<file path="config.mk">
export PLATFORM = sky130hd
export DESIGN_NAME = rts_rx_queue
export DESIGN_NICKNAME = d
export VERILOG_FILES = /design/src/rtl/rts_rxq_pkg.sv /design/src/rtl/rts_rxq_store.sv /design/src/rtl/rts_rxq_gate.sv /design/src/rtl/rts_rxq_sticky.sv /design/src/rtl/rts_rx_queue.sv
export SDC_FILE = /design/constraint.sdc
export NUM_CORES = 1
export LEC_CHECK = 0
export ABC_AREA = 0
export CAP_MARGIN = 40
export CORE_MARGIN = 8
export CORE_UTILIZATION = 64
export CTS_BUF_LIST = sky130_fd_sc_hd__clkbuf_4
export CTS_CLUSTER_DIAMETER = 200
export CTS_CLUSTER_SIZE = 28
export DETAILED_ROUTE_END_ITERATION = 10
export DONT_BUFFER_PORTS = 1
export HOLD_SLACK_MARGIN = 0.1
export PLACE_DENSITY_LB_ADDON = 0.05
export SLEW_MARGIN = 20
export SYNTH_ARGS = -nofsm -noshare
export SYNTH_HDL_FRONTEND = slang
export SYNTH_SLANG_ARGS = --single-unit
</file>
<file path="constraint.sdc">
create_clock -name clk -period 3.8 [get_ports clk]
set_input_delay 0.57 -clock clk [delete_from_list [all_inputs] [get_ports clk]]
set_output_delay 0.57 -clock clk [all_outputs]
set_load 0.02 [all_outputs]
</file>
<file path="src/rtl/rts_rxq_pkg.sv">
package rts_rxq_pkg;
   localparam int unsigned DEF_DATA_W = 4;
   localparam int unsigned DEF_DEPTH  = 8;
   localparam int unsigned DEF_START  = 5;

   typedef enum logic {
      SRC_RX  = 1'b0,
      SRC_GEN = 1'b1
   } rts_src_e;

   typedef enum logic {
      POP_PLL  = 1'b0,
      POP_TEST = 1'b1
   } rts_pop_e;
endpackage

</file>
<file path="src/rtl/rts_rxq_store.sv">
module rts_rxq_store #(
   parameter int unsigned DATA_W = 4,
   parameter int unsigned DEPTH  = 8,
   localparam int unsigned PTR_W = $clog2(DEPTH),
   localparam int unsigned LVL_W = $clog2(DEPTH + 1)
) (
   input  logic              clk,
   input  logic              rst_n,
   input  logic              flush,
   input  logic              push,
   input  logic [DATA_W-1:0] push_data,
   input  logic              pop,
   output logic [DATA_W-1:0] head,
   output logic [LVL_W-1:0]  level,
   output logic              full,
   output logic              empty
);
   logic [DATA_W-1:0] mem [DEPTH];
   logic [PTR_W-1:0]  wp, rp, wp_nx, rp_nx;

   generate
      if ((DEPTH & (DEPTH - 1)) == 0) begin : g_pow2
         assign wp_nx = wp + 1'b1;
         assign rp_nx = rp + 1'b1;
      end else begin : g_wrap
         assign wp_nx = (wp == PTR_W'(DEPTH - 1)) ? '0 : wp + 1'b1;
         assign rp_nx = (rp == PTR_W'(DEPTH - 1)) ? '0 : rp + 1'b1;
      end
   endgenerate

   always_ff @(posedge clk) begin
      if (push) mem[wp] <= push_data;
   end

   always_ff @(posedge clk or negedge rst_n) begin
      if (!rst_n) begin
         wp    <= '0;
         rp    <= '0;
         level <= '0;
      end else if (flush) begin
         wp    <= '0;
         rp    <= '0;
         level <= '0;
      end else begin
         if (push) wp <= wp_nx;
         if (pop)  rp <= rp_nx;
         unique case ({push, pop})
            2'b10:   level <= level + 1'b1;
            2'b01:   level <= level - 1'b1;
            default: level <= level;
         endcase
      end
   end

   assign head  = mem[rp];
   assign full  = (level == LVL_W'(DEPTH));
   assign empty = (level == '0);
endmodule

</file>
<file path="src/rtl/rts_rxq_gate.sv">
module rts_rxq_gate #(
   parameter int unsigned START_CNT = 5,
   localparam int unsigned CNT_W = $clog2(START_CNT + 1)
) (
   input  logic clk,
   input  logic rst_n,
   input  logic restart,
   input  logic stored,
   output logic release_o,
   output logic free_run
);
   logic [CNT_W-1:0] cnt;

   always_ff @(posedge clk or negedge rst_n) begin
      if (!rst_n)                                cnt <= '0;
      else if (restart)                          cnt <= '0;
      else if (stored && cnt != CNT_W'(START_CNT)) cnt <= cnt + 1'b1;
   end

   assign release_o = (cnt == CNT_W'(START_CNT));
   assign free_run  = ~release_o;
endmodule

</file>
<file path="src/rtl/rts_rxq_sticky.sv">
module rts_rxq_sticky (
   input  logic clk,
   input  logic rst_n,
   input  logic set,
   input  logic clr,
   output logic flag
);
   always_ff @(posedge clk or negedge rst_n) begin
      if (!rst_n)   flag <= 1'b0;
      else if (set) flag <= 1'b1;
      else if (clr) flag <= 1'b0;
   end
endmodule

</file>
<file path="src/rtl/rts_rx_queue.sv">
module rts_rx_queue
   import rts_rxq_pkg::*;
#(
   parameter int unsigned DATA_W    = DEF_DATA_W,
   parameter int unsigned DEPTH     = DEF_DEPTH,
   parameter int unsigned START_CNT = DEF_START,
   localparam int unsigned LVL_W    = $clog2(DEPTH + 1)
) (
   input  logic              clk,
   input  logic              rst_n,
   input  logic              cfg_use_rts,
   input  logic              cfg_pwr_down,
   input  logic              cfg_gen_loop,
   input  logic              cfg_test_en,
   input  logic              rx_wr,
   input  logic [DATA_W-1:0] rx_data,
   input  logic              gen_wr,
   input  logic [DATA_W-1:0] gen_data,
   input  logic              pll_pop,
   input  logic              reg_rd,
   input  logic              reg_clr,
   output logic [DATA_W-1:0] pop_data,
   output logic              pll_en,
   output logic              free_run,
   output logic              ovf_flag,
   output logic              unf_flag
);
   initial begin
      assert (DATA_W >= 1) else $fatal(1, "DATA_W must be at least 1");
      assert (DEPTH >= 2) else $fatal(1, "DEPTH must be at least 2");
      assert (START_CNT >= 1 && START_CNT <= DEPTH)
         else $fatal(1, "START_CNT must lie in 1..DEPTH");
   end

   rts_src_e          src_sel;
   rts_pop_e          pop_sel;
   logic              src_wr, wr_req, pop_req, push_ok, pop_ok;
   logic              ovf_set, unf_set;
   logic [DATA_W-1:0] src_data, head;
   logic [LVL_W-1:0]  lvl;
   logic              full, empty;

   assign src_sel = cfg_gen_loop ? SRC_GEN : SRC_RX;
   assign pop_sel = cfg_test_en  ? POP_TEST : POP_PLL;

   always_comb begin
      unique case (src_sel)
         SRC_GEN: begin src_wr = gen_wr; src_data = gen_data; end
         default: begin src_wr = rx_wr;  src_data = rx_data;  end
      endcase
      unique case (pop_sel)
         POP_TEST: pop_req = reg_rd;
         default:  pop_req = pll_pop & pll_en;
      endcase
   end

   assign wr_req  = src_wr & cfg_use_rts & ~cfg_pwr_down;
   assign pop_ok  = pop_req & ~empty & ~cfg_pwr_down;
   assign push_ok = wr_req & (~full | pop_ok);
   assign ovf_set = wr_req & full & ~pop_ok;
   assign unf_set = pop_req & empty & ~cfg_pwr_down;

   rts_rxq_store #(.DATA_W(DATA_W), .DEPTH(DEPTH)) i_store (
      .clk(clk), .rst_n(rst_n), .flush(cfg_pwr_down),
      .push(push_ok), .push_data(src_data), .pop(pop_ok),
      .head(head), .level(lvl), .full(full), .empty(empty)
   );

   rts_rxq_gate #(.START_CNT(START_CNT)) i_gate (
      .clk(clk), .rst_n(rst_n), .restart(cfg_pwr_down), .stored(push_ok),
      .release_o(pll_en), .free_run(free_run)
   );

   logic [1:0] flag_set, flag_q;
   assign flag_set = {unf_set, ovf_set};

   generate
      for (genvar gi = 0; gi < 2; gi++) begin : g_flag
         rts_rxq_sticky i_flag (
            .clk(clk), .rst_n(rst_n), .set(flag_set[gi]), .clr(reg_clr),
            .flag(flag_q[gi])
         );
      end
   endgenerate

   assign ovf_flag = flag_q[0];
   assign unf_flag = flag_q[1];

   always_ff @(posedge clk or negedge rst_n) begin
      if (!rst_n)      pop_data <= '0;
      else if (pop_ok) pop_data <= head;
   end
endmodule

</file>
==> metrics <==
status=finished, final reports clean; Synth Area per Inst=roughly 14 um^2; post-synth top area share=between 30% and 40%; Post-CTS Hold Buffers=1; Fin. Hold Viols=0; max-cap viol count=0; RSZ-0062 raised after global routing=no; Worst EP arrival=between 3 and 4 ns; Hold Crit Class=in -> reg; dominant synthesized flop cell=edfxtp_1; 1st-iter DRT viols=~150; Root Buffer Master=clkbuf_4; RR Startpoint=i_gate.cnt[1]; DR WL/cell=19.59 um; largest net degree at the start of global routing=20; Max-slew headroom=between 50% and 60%; # DRC=0; Slew @ Worst Pin=roughly 0.70 ns; Worst-path clk slew=0.14 ns; most common cell in the netlist=edfxtp_1; first-pass GRT wire length=about 7.6 mm; # diodes=0; top cells by count, synth=edfxtp_1 (32), dfrtp_1 (19), nor2_1 (12), mux2i_1 (9), nand2_1 (9); placed cell count=roughly 220; CP startpoint kind=register; All-Layer GR Usage=15.61%; hold_sp=cfg_pwr_down; achievable frequency=~320 MHz; H-tree Lvls=2; Final min period=a little over 3 ns; final WL=4.448 mm; HPWL Detailed=~3.4 mm; Nets=between 200 and 250; DIE WIDTH=between 70 and 80 um; Crit Path Max Fanout=9; Setup TNS=0 ns; crit path kind=reg -> reg; CTS tree=built; Simple-Gate Fraction of Synth Area=10.60%; Ys Warns=0; vias in the first global route=about 1500; complex-gate fraction of the synthesized area=approximately 8.4%; post-synthesis cell type count=between 40 and 50; GP Congestion=0.7648; Pre-antenna DRT Iters=4; Yosys top cell by area=edfxtp_1; XOR/XNOR share of the synthesized area=between 1 and 1.5%; Worst-Skew Late Latency=0.35 ns; CP Launch Point=i_gate.cnt[1]; part of the Yosys area used for sequential elements=roughly three fifths; post-CTS setup buffers=0; Post-DP Area=2495 um^2; share of flip-flops with an asynchronous set or reset=a little under two fifths; initial core utilization=66.59%; design area=roughly 2600 um^2; Slew Limit Fails=0; die area=approximately 6000 um^2; clk sinks=51; main combinational cell family by area after synthesis=multiplexers; Syn Inst Count=approximately 170; Pleak=just over 0.9 nW; critical path endpoint category=register; Placement Setup Slack=0.7885 ns; Layout Skew=between 0.01 and 0.015 ns; Port Buffer Count=0; GRT overflow=0; Layout Cells excl Fill=between 200 and 250; CTS buffer count=5; Site Rows=22; I/O pin count=27; Max clock buf depth=2; Via Count=roughly 1400; post-route clock period utilization=around four fifths; post-route setup slack=between 0.6 and 0.7 ns; P&R area growth vs syn=4.992%; CP required=4.10 ns; Final Setup Violations=0; Cell Area, Synth=approximately 2500 um^2; routed vias/inst=6.313; DRT antenna net count=0; number of synthesized flops with an enable pin=32; syn_nets=around 200; worst vdd ir=322.0 uV; synthesis-stage register bit count=between 50 and 60; layout cell share with drive strength beyond 1=about 15%; power density over the cells=between 400 and 500 nW/um^2; post-synthesis adder-cell area fraction=under 10%; largest cells by area after synthesis=edfxtp_1 (39%), dfrtp_1 (19%), mux4_2 (7.3%); DIE HEIGHT=between 70 and 80 um; initial antenna violation count=0; Core Area=around 3700 um^2; multiplexer area fraction after synthesis=15.69%; Post-CTS Resized=0
where the power goes:
group / internal [mW] / leakage [nW] / switching (mW)
logic: 0.142 / 0.362 / 0.129
registers: 0.643 / 0.536 / 0.107
clock network: 0.0714 / 0.0288 / 0.163
total: 0.857 / 0.927 / 0.399
flip-flops by register name (all words and copies together) (netlist names):
register,cells
i_store.level,4
g_flag.i_flag.flag,2
i_store.rp,3
pop_data,4
i_store.mem,32
i_gate.cnt,3
i_store.wp,3
through the flow:
| step | util [%] | power (mW) | hold WS, ns |
|---|---|---|---|
| finish | 69.91 | 1.255 | 0.2623 |
| global route | 69.91 | 1.330 | 0.2200 |
| CTS | 69.47 | 1.265 | 0.2376 |
| detailed placement | 67.64 | 1.027 | 0.2750 |
| global placement | 67.64 | 1.009 | 0.2749 |
| floorplan | - | 0.9646 | 0.2744 |
layout make-up:
class	instances	area [um^2]
Clock inverter	3	20.02
Clock buffer	5	37.54
Fill cell	265	1110
Tap cell	48	60.06
Sequential cell	51	1436
Timing Repair Buffer	3	26.28
Multi-Input combinational cell	110	972.2
Inverter	7	26.28
layout by cell type, fill, tap and decap left out, drive strengths merged, types with 3 or more instances in the layout:
cell type  Yosys  routed
nor2b          3       3
xnor2          3       3
edfxtp        32      32
mux4           8       8
nor3           5       5
inv            7       7
o211ai         4       4
a211oi         4       4
nand2b         4       4
a21oi          7       7
ha             6       6
nand2          9       9
nor2          13      13
mux2           8       8
dfrtp         19      19
clkbuf         3       6
mux2i         10      10
kinds of logic after synthesis:
kind of cell	Yosys count
and+or+nand+nor	48
xor gates and xnor gates	3
buffers and inverters	12
muxes	26
adders and majority gates	7
AOI/OAI and AO/OA	26
DFF	51
worst paths after layout:
path	end	slack [ns]	cells past startpoint
max	i_store.level[3]	0.69	10
min	i_store.rp[2]	0.26	1
min in group asynchronous	i_store.level[0]	0.61	1
min reg2reg	i_gate.cnt[0]	0.54	1
max in group asynchronous	i_store.wp[2]	2.72	2
max reg2reg	i_store.level[3]	0.69	10
metal layers:
metal  vias up  routed length, um  global-route usage (%)
met5         -                  0                       0
met4         0                 28                   3.889
met3         4                172                   4.724
met2        36               2218                   24.64
met1       721               2029                   20.60
li1        672                  -                       -
worst max-delay path, stage by stage, from the launching register on:
cell and delay (ns):
dfrtp_1 0.42, inv_1 0.06, ha_1 0.17, nand4b_1 0.39, a211oi_2 0.61, and2_1 0.28, ha_1 0.29, a21oi_1 0.25
nand2_1 0.14, o32a_1 0.36, nand4_1 0.09
(Power assumes the default switching activity.)
